`config.mk`:
```
export PLATFORM = sky130hd
export DESIGN_NAME = seg_page_xlate
export DESIGN_NICKNAME = d
export VERILOG_FILES = /design/src/rtl/xlate_pkg.sv /design/src/rtl/xlate_ctrl.sv /design/src/rtl/xlate_dpath.sv /design/src/rtl/seg_page_xlate.sv
export SDC_FILE = /design/constraint.sdc
export NUM_CORES = 1
export LEC_CHECK = 0
export BUFFER_PORTS_ARGS = -buffer_cell sky130_fd_sc_hd__clkbuf_2
export CAP_MARGIN = 5
export CELL_PAD_IN_SITES_DETAIL_PLACEMENT = 1
export CELL_PAD_IN_SITES_GLOBAL_PLACEMENT = 2
export CORE_ASPECT_RATIO = 0.5
export CORE_MARGIN = 5
export CORE_UTILIZATION = 45
export CTS_CLUSTER_DIAMETER = 30
export DETAILED_ROUTE_END_ITERATION = 7
export PLACE_DENSITY = 0.87
export RECOVER_POWER = 25
export SLEW_MARGIN = 20
export SYNTH_ARGS = -nofsm -noshare
export SYNTH_HDL_FRONTEND = slang
export SYNTH_SLANG_ARGS = --single-unit
```
`constraint.sdc`:
```
create_clock -name clk -period 5.21 [get_ports clk]
set_clock_uncertainty 0.1 [all_clocks]
set_input_delay 0.2605 -clock clk [delete_from_list [all_inputs] [get_ports clk]]
set_output_delay 0.2605 -clock clk [all_outputs]
set_load 0.01 [all_outputs]
```
`src/rtl/xlate_pkg.sv`:
```
package xlate_pkg;

  typedef enum logic [1:0] {
    FLT_NONE   = 2'd0,
    FLT_BOUNDS = 2'd1,
    FLT_PROT   = 2'd2,
    FLT_ABSENT = 2'd3
  } fault_e;

  typedef struct packed {
    logic accept;
    logic cfgApply;
    logic finishChk;
    logic loadPte;
    logic finishPte;
  } strobe_t;

  localparam int PTE_W         = 32;
  localparam int PTE_PRES_BIT  = 31;
  localparam int PTE_WR_BIT    = 30;
  localparam int PTE_RD_BIT    = 29;

endpackage

```
`src/rtl/xlate_ctrl.sv`:
```
module xlate_ctrl
  import xlate_pkg::*;
(
  input  logic    clk,
  input  logic    rstN,
  input  logic    reqValid,
  input  logic    cfgWrEn,
  input  logic    memReady,
  input  fault_e  chkFault,
  output logic    reqReady,
  output logic    memValid,
  output strobe_t strb
);

  typedef enum logic [1:0] {S_IDLE, S_CHECK, S_FETCH, S_EVAL} state_e;
  state_e state, stateNext;

  always_ff @(posedge clk) begin
    if (!rstN) state <= S_IDLE;
    else       state <= stateNext;
  end

  always_comb begin
    strb      = '0;
    stateNext = state;
    reqReady  = (state == S_IDLE);
    memValid  = (state == S_FETCH);
    case (state)
      S_IDLE: begin
        if (reqValid) begin
          strb.accept = 1'b1;
          stateNext   = S_CHECK;
        end else if (cfgWrEn) begin
          strb.cfgApply = 1'b1;
        end
      end
      S_CHECK: begin
        if (chkFault != FLT_NONE) begin
          strb.finishChk = 1'b1;
          stateNext      = S_IDLE;
        end else begin
          stateNext = S_FETCH;
        end
      end
      S_FETCH: begin
        if (memReady) begin
          strb.loadPte = 1'b1;
          stateNext    = S_EVAL;
        end
      end
      default: begin
        strb.finishPte = 1'b1;
        stateNext      = S_IDLE;
      end
    endcase
  end

  AST_MEM_HOLD: assert property (@(posedge clk) disable iff (!rstN)
    memValid && !memReady |=> memValid) else $error("memValid dropped before memReady");

  AST_NO_CFG_BUSY: assert property (@(posedge clk) disable iff (!rstN)
    strb.cfgApply |-> reqReady && !reqValid) else $error("config applied while busy");

endmodule

```
`src/rtl/xlate_dpath.sv`:
```
module xlate_dpath
  import xlate_pkg::*;
#(
  parameter int SEG_W   = 4,
  parameter int PAGE_W  = 8,
  parameter int OFF_W   = 12,
  parameter int FRAME_W = 12,
  localparam int VA_W   = SEG_W + PAGE_W + OFF_W,
  localparam int PA_W   = FRAME_W + OFF_W,
  localparam int BND_W  = PAGE_W + 1,
  localparam int NSEG   = 1 << SEG_W
) (
  input  logic               clk,
  input  logic               rstN,
  input  strobe_t            strb,
  input  logic [VA_W-1:0]    reqAddr,
  input  logic               reqWrite,
  input  logic [SEG_W-1:0]   cfgSeg,
  input  logic [PA_W-1:0]    cfgBase,
  input  logic [BND_W-1:0]   cfgBounds,
  input  logic               cfgRead,
  input  logic               cfgWrite,
  input  logic [PTE_W-1:0]   memRdData,
  output fault_e             chkFault,
  output logic [PA_W-1:0]    memAddr,
  output logic               doneValid,
  output logic [PA_W-1:0]    physAddr,
  output logic [1:0]         faultCode
);

  logic [PA_W-1:0]  tabBase [NSEG];
  logic [BND_W-1:0] tabBnd  [NSEG];
  logic             tabRd   [NSEG];
  logic             tabWr   [NSEG];

  for (genvar g = 0; g < NSEG; g++) begin : gSeg
    always_ff @(posedge clk) begin
      if (!rstN) begin
        tabBase[g] <= '0;
        tabBnd[g]  <= '0;
        tabRd[g]   <= 1'b0;
        tabWr[g]   <= 1'b0;
      end else if (strb.cfgApply && cfgSeg == SEG_W'(g)) begin
        tabBase[g] <= cfgBase;
        tabBnd[g]  <= cfgBounds;
        tabRd[g]   <= cfgRead;
        tabWr[g]   <= cfgWrite;
      end
    end
  end

  logic [SEG_W-1:0]  segSel;
  logic [PAGE_W-1:0] pageReg;
  logic [OFF_W-1:0]  offReg;
  logic              wrReg;
  logic [PA_W-1:0]   curBase;
  logic [BND_W-1:0]  curBnd;
  logic              curRd, curWr;
  logic [PTE_W-1:0]  pteReg;
  fault_e            pteFault;

  assign segSel = reqAddr[VA_W-1 -: SEG_W];

  always_ff @(posedge clk) begin
    if (!rstN) begin
      pageReg <= '0;
      offReg  <= '0;
      wrReg   <= 1'b0;
      curBase <= '0;
      curBnd  <= '0;
      curRd   <= 1'b0;
      curWr   <= 1'b0;
    end else if (strb.accept) begin
      pageReg <= reqAddr[OFF_W +: PAGE_W];
      offReg  <= reqAddr[OFF_W-1:0];
      wrReg   <= reqWrite;
      curBase <= tabBase[segSel];
      curBnd  <= tabBnd[segSel];
      curRd   <= tabRd[segSel];
      curWr   <= tabWr[segSel];
    end
  end

  always_comb begin
    if ({1'b0, pageReg} >= curBnd)    chkFault = FLT_BOUNDS;
    else if (wrReg ? !curWr : !curRd) chkFault = FLT_PROT;
    else                              chkFault = FLT_NONE;
  end

  assign memAddr = curBase + {{(PA_W-PAGE_W-2){1'b0}}, pageReg, 2'b00};

  always_ff @(posedge clk) begin
    if (!rstN)             pteReg <= '0;
    else if (strb.loadPte) pteReg <= memRdData;
  end

  always_comb begin
    if (!pteReg[PTE_PRES_BIT])                                 pteFault = FLT_ABSENT;
    else if (wrReg ? !pteReg[PTE_WR_BIT] : !pteReg[PTE_RD_BIT]) pteFault = FLT_PROT;
    else                                                       pteFault = FLT_NONE;
  end

  always_ff @(posedge clk) begin
    if (!rstN) begin
      doneValid <= 1'b0;
      physAddr  <= '0;
      faultCode <= FLT_NONE;
    end else begin
      doneValid <= strb.finishChk | strb.finishPte;
      if (strb.finishChk) begin
        faultCode <= chkFault;
        physAddr  <= '0;
      end else if (strb.finishPte) begin
        faultCode <= pteFault;
        physAddr  <= (pteFault == FLT_NONE) ? {pteReg[FRAME_W-1:0], offReg} : '0;
      end
    end
  end

  AST_DONE_PULSE: assert property (@(posedge clk) disable iff (!rstN)
    doneValid |=> !doneValid) else $error("done longer than one cycle");

  AST_FAULT_NO_ADDR: assert property (@(posedge clk) disable iff (!rstN)
    doneValid && faultCode != FLT_NONE |-> physAddr == '0) else $error("address on fault");

  AST_OFFSET_KEPT: assert property (@(posedge clk) disable iff (!rstN)
    doneValid && faultCode == FLT_NONE |-> physAddr[OFF_W-1:0] == offReg) else $error("offset altered");

  AST_ADDR_STABLE: assert property (@(posedge clk) disable iff (!rstN)
    !strb.accept |=> $stable(memAddr)) else $error("PTE address moved mid translation");

endmodule

```
`src/rtl/seg_page_xlate.sv`:
```
module seg_page_xlate
  import xlate_pkg::*;
#(
  parameter int SEG_W   = 4,
  parameter int PAGE_W  = 8,
  parameter int OFF_W   = 12,
  parameter int FRAME_W = 12,
  localparam int VA_W   = SEG_W + PAGE_W + OFF_W,
  localparam int PA_W   = FRAME_W + OFF_W,
  localparam int BND_W  = PAGE_W + 1
) (
  input  logic               clk,
  input  logic               rstN,
  input  logic               reqValid,
  output logic               reqReady,
  input  logic [VA_W-1:0]    reqAddr,
  input  logic               reqWrite,
  output logic               doneValid,
  output logic [PA_W-1:0]    physAddr,
  output logic [1:0]         faultCode,
  output logic               memValid,
  input  logic               memReady,
  output logic [PA_W-1:0]    memAddr,
  input  logic [PTE_W-1:0]   memRdData,
  input  logic               cfgWrEn,
  input  logic [SEG_W-1:0]   cfgSeg,
  input  logic [PA_W-1:0]    cfgBase,
  input  logic [BND_W-1:0]   cfgBounds,
  input  logic               cfgRead,
  input  logic               cfgWrite
);

  strobe_t strb;
  fault_e  chkFault;

  xlate_ctrl uCtrl (
    .clk      (clk),
    .rstN     (rstN),
    .reqValid (reqValid),
    .cfgWrEn  (cfgWrEn),
    .memReady (memReady),
    .chkFault (chkFault),
    .reqReady (reqReady),
    .memValid (memValid),
    .strb     (strb)
  );

  xlate_dpath #(
    .SEG_W   (SEG_W),
    .PAGE_W  (PAGE_W),
    .OFF_W   (OFF_W),
    .FRAME_W (FRAME_W)
  ) uDpath (
    .clk       (clk),
    .rstN      (rstN),
    .strb      (strb),
    .reqAddr   (reqAddr),
    .reqWrite  (reqWrite),
    .cfgSeg    (cfgSeg),
    .cfgBase   (cfgBase),
    .cfgBounds (cfgBounds),
    .cfgRead   (cfgRead),
    .cfgWrite  (cfgWrite),
    .memRdData (memRdData),
    .chkFault  (chkFault),
    .memAddr   (memAddr),
    .doneValid (doneValid),
    .physAddr  (physAddr),
    .faultCode (faultCode)
  );

endmodule

```
==> run metrics, run 1 <==
drt drc=0; CTS sink count=660; commonest non-fill, non-tap cell in the layout=edfxtp_1; Routed WL per cell=between 20 and 30 µm; Hold EP=uDpath.tabBase[0][20]$_SDFFCE_PN0P_; Setup crit end kind=flop; worst setup margin=around 0.98 ns; data required time of the worst path=between 5 and 6 ns; commonest non-fill, non-tap cells in the layout=edfxtp_1 (558), and2_1 (508), mux4_2 (140); GRT busiest layer=met2; TritonCTS buffer count=96; VDD IR-drop max=about 0.00028 V; dominant synthesized flop cell=edfxtp_1; Seq/Total Area, Yosys=between 60% and 70%; Hold Crit Depth=2; Max-slew headroom=roughly 10%; max_cap viols=0; Placer Congestion=around 0.76; Die X-Extent=370 µm; die footprint=around 70000 µm²; min-delay worst type=in2reg; vias in the first global route=about 20k; clk_lat worst skew=roughly 0.67 ns; initial antenna violation count=3; crit path DAT=4.41 ns; clock root buffer=clkbuf_16; chip height=about 190 µm; fin area=around 35000 µm²; core footprint=about 64000 µm²; register bit total from synthesis=660; final setup vio count=0; Max clock buf depth=3; met2 Usage GRT=a little over two fifths; reg2reg end=uDpath.tabBase[13][10]$_SDFFCE_PN0P_; vias per cell=a little under 6; synthesized instance count=~2.0k; Final ANT Viol Nets=0; first-pass GRT wire length=between 100 and 150 mm; grt total ovfl=0; critical-path cell list=nor4b_1, nand3_1, o21ai_0, buf_4; row count=65; number of buffers added on ports=between 100 and 150; RSZ-0062 raised after global routing=no; Synth async-reset ratio=0%; I/O pin count=154; slowest CP cell=o21ai_0; crit path max fanout=29; CP Class=reg2reg; CTS resizes=0; DR pass1 iterations=6; Fin Hold WS=0.0259 ns; CTS tree=done; largest net degree at the start of global routing=97; layout cells sized above 1=a little over a fifth; Post-Syn Nets=between 2k and 2.5k; DP Area=between 30000 and 40000 µm²; status=finished clean; syn_area_per_cell=~15 µm²; Tmin final=around 4.2 ns; Max Clock Freq=roughly 240 MHz; Worst path max stage delay=around 1.3 ns; post-DP HPWL=around 50 mm; CP startpoint kind=flop; Post-synth EDFFs=558; Least-Margin Pin Slew=1.34 ns; r2r setup slk=slightly below 1 ns; Detailed Route WL=89.1 mm; GRT met3 Usage=approximately 4.6%; Final Util=a little over half; GRT Resource Usage Total=between 20% and 30%; r2r startpoint=uCtrl.state[1]$_SDFFE_PN0P_; Ys Warns=0; post-CTS setup buffers=0; Post-Syn Area=between 20000 and 30000 µm²; Initial Util=a little under half; Pwr per Cell Area=about 400 nW/µm²; Hold Buf Count CTS=61; Slew Limit Fails=0; post-place setup slack=between 1.5 and 2 ns; hold path start=cfgBase[20]; Worst-path clk slew=about 0.060 ns; H-tree levels=3; met1 Usage GRT=around a third; Worst path top cell family by delay=simple AND/OR/NAND/NOR gates; via count=between 15k and 20k; CP Buf/Inv Count=1; Hold Vio Cnt, Final=0; Area Growth Syn to Fin=19.5%; Register-to-Register Path Depth=4; final period utilization=81.2%; Leak Pwr=~13 nW; TNS Setup=0 ns; Iteration-0 DRC Markers=~1.9k; Yosys cell types=47; nets=around 2.3k
## layout make-up
class | instances | area [µm²]
Fill cell | 6049 | 28800
Sequential cell | 660 | 18800
Multi-Input combinational cell | 1168 | 9900
Timing Repair Buffer | 242 | 1620
Clock buffer | 110 | 2500
Antenna cell | 3 | 7.51
Inverter | 9 | 36.3
Clock inverter | 71 | 872
Tap cell | 871 | 1090
## worst max-delay path by stage
stage,slack (ns),depth (start not counted),endpoint,from
after floorplan,1.05,4,uDpath.tabBase[10][0]$_SDFFCE_PN0P_,uCtrl.state[1]$_SDFFE_PN0P_
after global placement,1.76,4,uDpath.tabRd[6]$_DFFE_PP_,uCtrl.state[1]$_SDFFE_PN0P_
after detailed placement,1.73,4,uDpath.tabBase[6][22]$_SDFFCE_PN0P_,uCtrl.state[1]$_SDFFE_PN0P_
after CTS,1.65,4,uDpath.tabBase[6][22]$_SDFFCE_PN0P_,uCtrl.state[1]$_SDFFE_PN0P_
after global routing,0.87,4,uDpath.tabBase[14][11]$_SDFFCE_PN0P_,uCtrl.state[1]$_SDFFE_PN0P_
final,0.98,4,uDpath.tabBase[13][10]$_SDFFCE_PN0P_,uCtrl.state[1]$_SDFFE_PN0P_
## Yosys cell counts, types with 10 or more instances
master	count	share of area (%)
and2_1	561	12
edfxtp_1	558	57
mux4_2	140	11
clkbuf_1	107	1.4
dfxtp_1	102	7.0
nand2_1	91	1.2
o21ai_0	54	0.93
nor2_1	44	0.57
a211oi_1	39	1.0
buf_2	38	0.65
a21boi_0	37	0.95
mux2i_1	37	1.3
o22ai_1	35	0.75
a22oi_1	24	0.62
ha_1	16	0.69
xnor2_1	16	0.48
a21oi_1	10	0.17
buf_1	10	0.13
## logic make-up (layout without fill, tap and decap cells)
logic type | count (synthesis) | after routing | share of synthesized area, %
xor+xnor | 20 | 20 | 0.601
other cells | 0 | 3 | 0
flops | 660 | 660 | 64.5
simple gates | 738 | 738 | 14.8
mux | 178 | 178 | 12.1
buf+inv | 168 | 432 | 2.37
compound gates | 215 | 215 | 4.86
fa+ha+maj | 17 | 17 | 0.756
## through the flow
| step | instances | power (mW) |
|---|---|---|
| global placement | 2889 | 6.92 |
| detailed placement | 2889 | 6.96 |
| global route | 3131 | 14.1 |
| floorplan | 1996 | 6.59 |
| CTS | 3131 | 13.7 |
| finish | 3134 | 13.7 |
## state kept, by name, summed over array words and instances, names as in the netlist
name / count
uCtrl.state: 2
uDpath.wrReg: 1
uDpath.curBnd: 9
uDpath.curRd: 1
uDpath.pteReg: 15
uDpath.curBase: 24
uDpath.physAddr: 24
uDpath.faultCode: 2
uDpath.tabWr: 16
uDpath.offReg: 12
uDpath.doneValid: 1
uDpath.pageReg: 8
uDpath.tabBase: 384
uDpath.tabRd: 16
uDpath.curWr: 1
uDpath.tabBnd: 144
## worst register-to-register path: stages (launching register included)
cell and delay, ns:
dfxtp_1 0.36, nor4b_1 0.69, nand3_1 0.70, o21ai_0 1.27, buf_4 0.71
## routing by layer
metal,vias up,wire length (µm)
met1,9609,36100
met2,809,43400
met4,0,3190
li1,7737,-
met5,-,0
met3,212,6340
## power by group
part           total (mW)  leakage (nW)  switching (mW)  internal [mW]
logic               0.890          4.57           0.561          0.329
registers            6.01          6.66          0.0971           5.91
clock network        6.78          1.61            2.62           4.16
total                13.7          12.8            3.28           10.4
(Power assumes the default switching activity.)
==> run 2: changes to the inputs <==
Settings changed: CORE_UTILIZATION 45 to 40, PLACE_DENSITY 0.87 to 0.82.
Clock period 5.21 ns to 3.7 ns, I/O delays scaled along.
==> run 2 against run 1 <==
Against the previous run:
- design area increased by 4.0%
- register-to-register slack got worse by 0.74 ns
- worst hold slack better by 0.093 ns
- die area is 12% higher
- final cell count grew 5.2%
- largest cell class unchanged
- largest power group unchanged
- highest routed layer unchanged
==> run metrics, run 2 (synthesized netlist as in run 1, its figures left out) <==
largest net degree at the start of global routing=63; Final ANT Viol Nets=0; VDD IR-drop max=0.000383 V; Least-Margin Pin Slew=1.47 ns; reg2reg end=uDpath.curBnd[2]$_SDFFE_PN0P_; Area Growth Syn to Fin=24.2%; I/O pin count=between 150 and 200; Biggest register=uDpath.tabBase; Worst-path clk slew=0.05 ns; Hold Vio Cnt, Final=0; TritonCTS buffer count=~110; data required time of the worst path=4.17 ns; vias per cell=5.55; layout cells sized above 1=a little under a quarter; r2r startpoint=uCtrl.state[1]$_SDFFE_PN0P_; post-DP HPWL=between 40 and 50 mm; Detailed Route WL=a little under 90 mm; crit path max fanout=48; via count=between 15k and 20k; GRT Resource Usage Total=22.5%; initial antenna violation count=1; max_cap viols=0; Max Clock Freq=289 MHz; Pwr per Cell Area=about 590 nW/µm²; first-pass GRT wire length=approximately 130 mm; die footprint=roughly 79000 µm²; hold path start=reqValid; Max-slew headroom=between 1 and 1.5%; Tmin final=around 3.5 ns; Leak Pwr=between 10 and 15 nW; RSZ-0062 raised after global routing=no; drt drc=0; crit path DAT=a little under 4 ns; worst setup margin=roughly 0.24 ns; post-place setup slack=1.01 ns; Hold Crit Depth=4; chip height=about 200 µm; CTS sink count=660; min-delay worst type=in2reg; core footprint=about 73000 µm²; Max clock buf depth=3; Die X-Extent=392 µm; H-tree levels=3; Initial Util=about two fifths; grt total ovfl=0; commonest non-fill, non-tap cell in the layout=edfxtp_1; r2r setup slk=between 0.2 and 0.25 ns; DR pass1 iterations=5; clock root buffer=clkbuf_16; Register-to-Register Path Depth=5; Design Power=approximately 21 mW; CTS resizes=0; Largest register FFs=about 380; Slew Limit Fails=0; Final Util=49.9%; status=finished clean; vias in the first global route=roughly 20k; CTS tree=done; clk_lat worst skew=between 0.6 and 0.7 ns; CP Class=reg2reg; Setup crit end kind=flop; number of buffers added on ports=136; Routed WL per cell=26.8 µm; Placer Congestion=0.764; final period utilization=about 94%; nets=between 2k and 2.5k; final setup vio count=0; CP startpoint kind=flop; Fin Hold WS=0.119 ns; Hold EP=uDpath.curBase[20]$_SDFFE_PN0P_; Largest regs=uDpath.tabBase (384), uDpath.tabBnd (144); commonest non-fill, non-tap cells in the layout=edfxtp_1 (558), and2_1 (458), mux4_2 (140); row count=70; Iteration-0 DRC Markers=1592
-- run 2: cell count changes in the layout (fill, tap and decap cells not counted), moves of 5 or more --
cell	change
and2_0	+50
and2_1	-50
buf_12	+16
buf_4	-13
bufinv_16	+12
clkbuf_16	+22
clkbuf_2	+6
clkinvlp_4	+5
dlygate4sd3_1	+14
nor2_1	+7
nor2_4	-7
-- run 2: worst max-delay path: stages (launching register included) --
cell and delay, ns:
dfxtp_1 0.36, nor2_1 0.24, and2_0 0.95, clkbuf_2 1.17, o21ai_0 0.27, a211oi_1 0.24
-- run 2: area by class of cell --
cell class,count,area (µm²)
clock buffers,130,3050
diodes,1,2.50
multi-input cells,1168,9850
well taps,972,1220
inverters,9,33.8
clock inverters,86,1210
repair buffers,270,2040
flip-flops and latches,660,18800
fillers,6968,36400
-- run 2: power breakdown --
part	switching [mW]	internal (mW)	leakage (nW)	total (mW)
Sequential	0.133	8.33	6.66	8.47
Clock	3.90	7.70	2.03	11.6
Combinational	0.785	0.494	4.70	1.28
Total	4.82	16.5	13.4	21.3
-- run 2: stage by stage --
stage	cell area, µm²	setup TNS (ns)	instances
after floorplan	29100	-121.26	1996
after global placement	31400	0	3004
after detailed placement	31400	0	3004
after global routing	36200	0	3296
after CTS	36400	0	3295
final	36200	0	3296
-- run 2: worst max path at each step --
stage / cells past startpoint / start / end / slack (ns)
floorplan: 4 / uCtrl.state[1]$_SDFFE_PN0P_ / uDpath.tabBase[10][0]$_SDFFCE_PN0P_ / -0.46
global placement: 8 / uDpath.curBase[2]$_SDFFE_PN0P_ / memAddr[16] / 0.99
detailed placement: 8 / uDpath.curBase[2]$_SDFFE_PN0P_ / memAddr[16] / 1.01
CTS: 8 / uDpath.curBase[2]$_SDFFE_PN0P_ / memAddr[16] / 0.26
global route: 6 / uCtrl.state[1]$_SDFFE_PN0P_ / uDpath.tabBnd[6][5]$_SDFFCE_PN0P_ / 0.10
finish: 5 / uCtrl.state[1]$_SDFFE_PN0P_ / uDpath.curBnd[2]$_SDFFE_PN0P_ / 0.24
-- run 2: metal layers --
layer	track usage [%]	wire length, µm
met2	37.4	42800
met1	29.3	36500
met5	0	0
met3	5.03	6310
met4	7.32	2650
-- run 2: timing repair --
action                                  in CTS  in global routing
hold buffers                                75                  0
endpoints found under the setup margin       0                  0
hold endpoints to repair                   598                  0
setup buffers                                0                  0
==> run 3: changes to the inputs <==
Settings changed: RECOVER_POWER 25 to 50.
==> run 3 against run 2 <==
Against the previous run:
- the run now ends with capacitance limit left
- die area is the same
- worst setup slack better by 0.0028 ns
- final cell count is the same
==> run metrics, run 3 (synthesized netlist as in run 1, its figures left out) <==
max_cap viols=1; Hold Vio Cnt, Final=0; Least-Margin Pin Slew=approximately 1.5 ns; failing checks=capacitance limit; critical path launch point=uCtrl.state[1]$_SDFFE_PN0P_; Worst path max stage delay=around 1.2 ns; fin area=~36000 µm²; CTS sink count=660; VDD IR-drop max=0.000384 V; drt drc=0; Crit path depth=5; CTS resizes=0; die footprint=about 79000 µm²; final setup vio count=0; Worst-path clk slew=approximately 0.050 ns; chip height=201 µm; final period utilization=between 90 and 100%; number of buffers added on ports=approximately 140; Largest register FFs=384; TritonCTS buffer count=roughly 110; Final ANT Viol Nets=0; layout cells sized above 1=22.7%; reg2reg end=uDpath.curBnd[2]$_SDFFE_PN0P_; row count=70; Fillers=6971; via count=18.3k; Placer Congestion=~0.76; Largest regs=uDpath.tabBase (384), uDpath.tabBnd (144); GRT busiest layer=met2; status=finished with violations; Max Clock Freq=289 MHz; Area Growth Syn to Fin=24.2%; clk_lat worst skew=roughly 0.67 ns; GRT met3 Usage=5.03%; data required time of the worst path=approximately 4.2 ns; Detailed Route WL=between 80 and 90 mm; Routed WL per cell=26.8 µm; post-DP HPWL=49.0 mm; DR pass1 iterations=5; Setup crit end kind=flop; core footprint=72600 µm²; crit path DAT=roughly 3.9 ns; crit path max fanout=between 40 and 50; met1 Usage GRT=29.3%; Max-slew headroom=about 1.1%; critical path capture point=uDpath.curBnd[2]$_SDFFE_PN0P_; initial antenna violation count=1; nets=between 2k and 2.5k; CP Buf/Inv Count=1; Leak Pwr=13.2 nW; H-tree levels=3; grt total ovfl=0; vias in the first global route=between 15k and 20k; Die X-Extent=approximately 400 µm; Iteration-0 DRC Markers=1553; RSZ-0062 raised after global routing=no; r2r startpoint=uCtrl.state[1]$_SDFFE_PN0P_; CP Class=reg2reg; met2 Usage GRT=a little under two fifths; r2r setup slk=0.24 ns; Slew Limit Fails=0; CP startpoint kind=flop; Hold Buf Count CTS=75; critical-path cell list=nor2_1, and2_0, clkbuf_2, o21ai_0, a211oi_1; slowest CP cell=clkbuf_2; commonest non-fill, non-tap cell in the layout=edfxtp_1; largest net degree at the start of global routing=63; post-CTS setup buffers=0; I/O pin count=154; Max clock buf depth=3; Biggest register=uDpath.tabBase; DP Area=31400 µm²; clock root buffer=clkbuf_16; Initial Util=approximately 40%; vias per cell=5.55; min-delay worst type=in2reg; CTS tree=done; commonest non-fill, non-tap cells in the layout=edfxtp_1 (558), and2_1 (328), and2_0 (233); Pwr per Cell Area=590 nW/µm²; GRT Resource Usage Total=22.5%; first-pass GRT wire length=131 mm; Worst path top cell family by delay=simple AND/OR/NAND/NOR gates; TNS Setup=0 ns; Register-to-Register Path Depth=5; Tmin final=roughly 3.5 ns
==> run 3: changes by cell type in the layout (fill, tap and decap cells not counted) <==
cell	before	now
and2_0	103	233
and2_1	458	328
buf_4	29	25
clkbuf_1	48	49
clkbuf_2	102	105
nor2_2	0	1
nor2_4	9	8
==> run 3: through the flow <==
stage          instances  power, mW  util [%]  worst slack, ns  hold slack [ns]
2_1_floorplan       1996       9.27         -           -0.464            0.210
3_3_place_gp        3004       9.77      43.2            0.989            0.322
3_5_place_dp        3004       9.82      43.2             1.01            0.331
4_1_cts             3295       21.5      50.1            0.263           0.0921
5_1_grt             3296       22.0      49.8           0.0835            0.131
6_report            3296       21.3      49.8            0.241            0.120
==> run 3: worst min-delay path, stage by stage <==
cell	delay [ns]
clkbuf_2	0.12
nand2_1	0.16
nor2_4	0.15
a211oi_1	0.21
==> run 3: report_power, final <==
group / switching, mW / leakage, nW / internal [mW]
registers: 0.134 / 6.66 / 8.33
logic: 0.786 / 4.56 / 0.493
clock network: 3.90 / 2.03 / 7.70
==> run 3: worst min path at each step <==
stage | depth (start not counted) | endpoint | slack, ns | startpoint
after global routing | 4 | uDpath.curBase[15]$_SDFFE_PN0P_ | 0.13 | reqValid
after detailed placement | 3 | uDpath.offReg[0]$_SDFFE_PN0P_ | 0.33 | reqAddr[0]
after floorplan | 1 | uDpath.tabRd[8]$_DFF_P_ | 0.21 | cfgRead
after global placement | 3 | uDpath.offReg[9]$_SDFFE_PN0P_ | 0.32 | reqAddr[9]
after CTS | 4 | uDpath.curBase[20]$_SDFFE_PN0P_ | 0.09 | reqValid
final | 4 | uDpath.curBase[20]$_SDFFE_PN0P_ | 0.12 | reqValid
==> run 3: final cells by class <==
class | count | area [µm²] | share of cell area, %
diodes | 1 | 2.50 | 0.00692
clock buffers | 130 | 3050 | 8.42
clock inverters | 86 | 1210 | 3.35
inverters | 9 | 33.8 | 0.0934
multi-input cells | 1168 | 9850 | 27.2
flip-flops and latches | 660 | 18800 | 52.0
well taps | 972 | 1220 | 3.36
repair buffers | 270 | 2030 | 5.61
==> run 3: routing by layer <==
layer	vias up	share of wire (%)
li1	7830	-
met1	9609	42
met2	705	48
met3	148	7.1
met4	0	3.0
met5	-	0
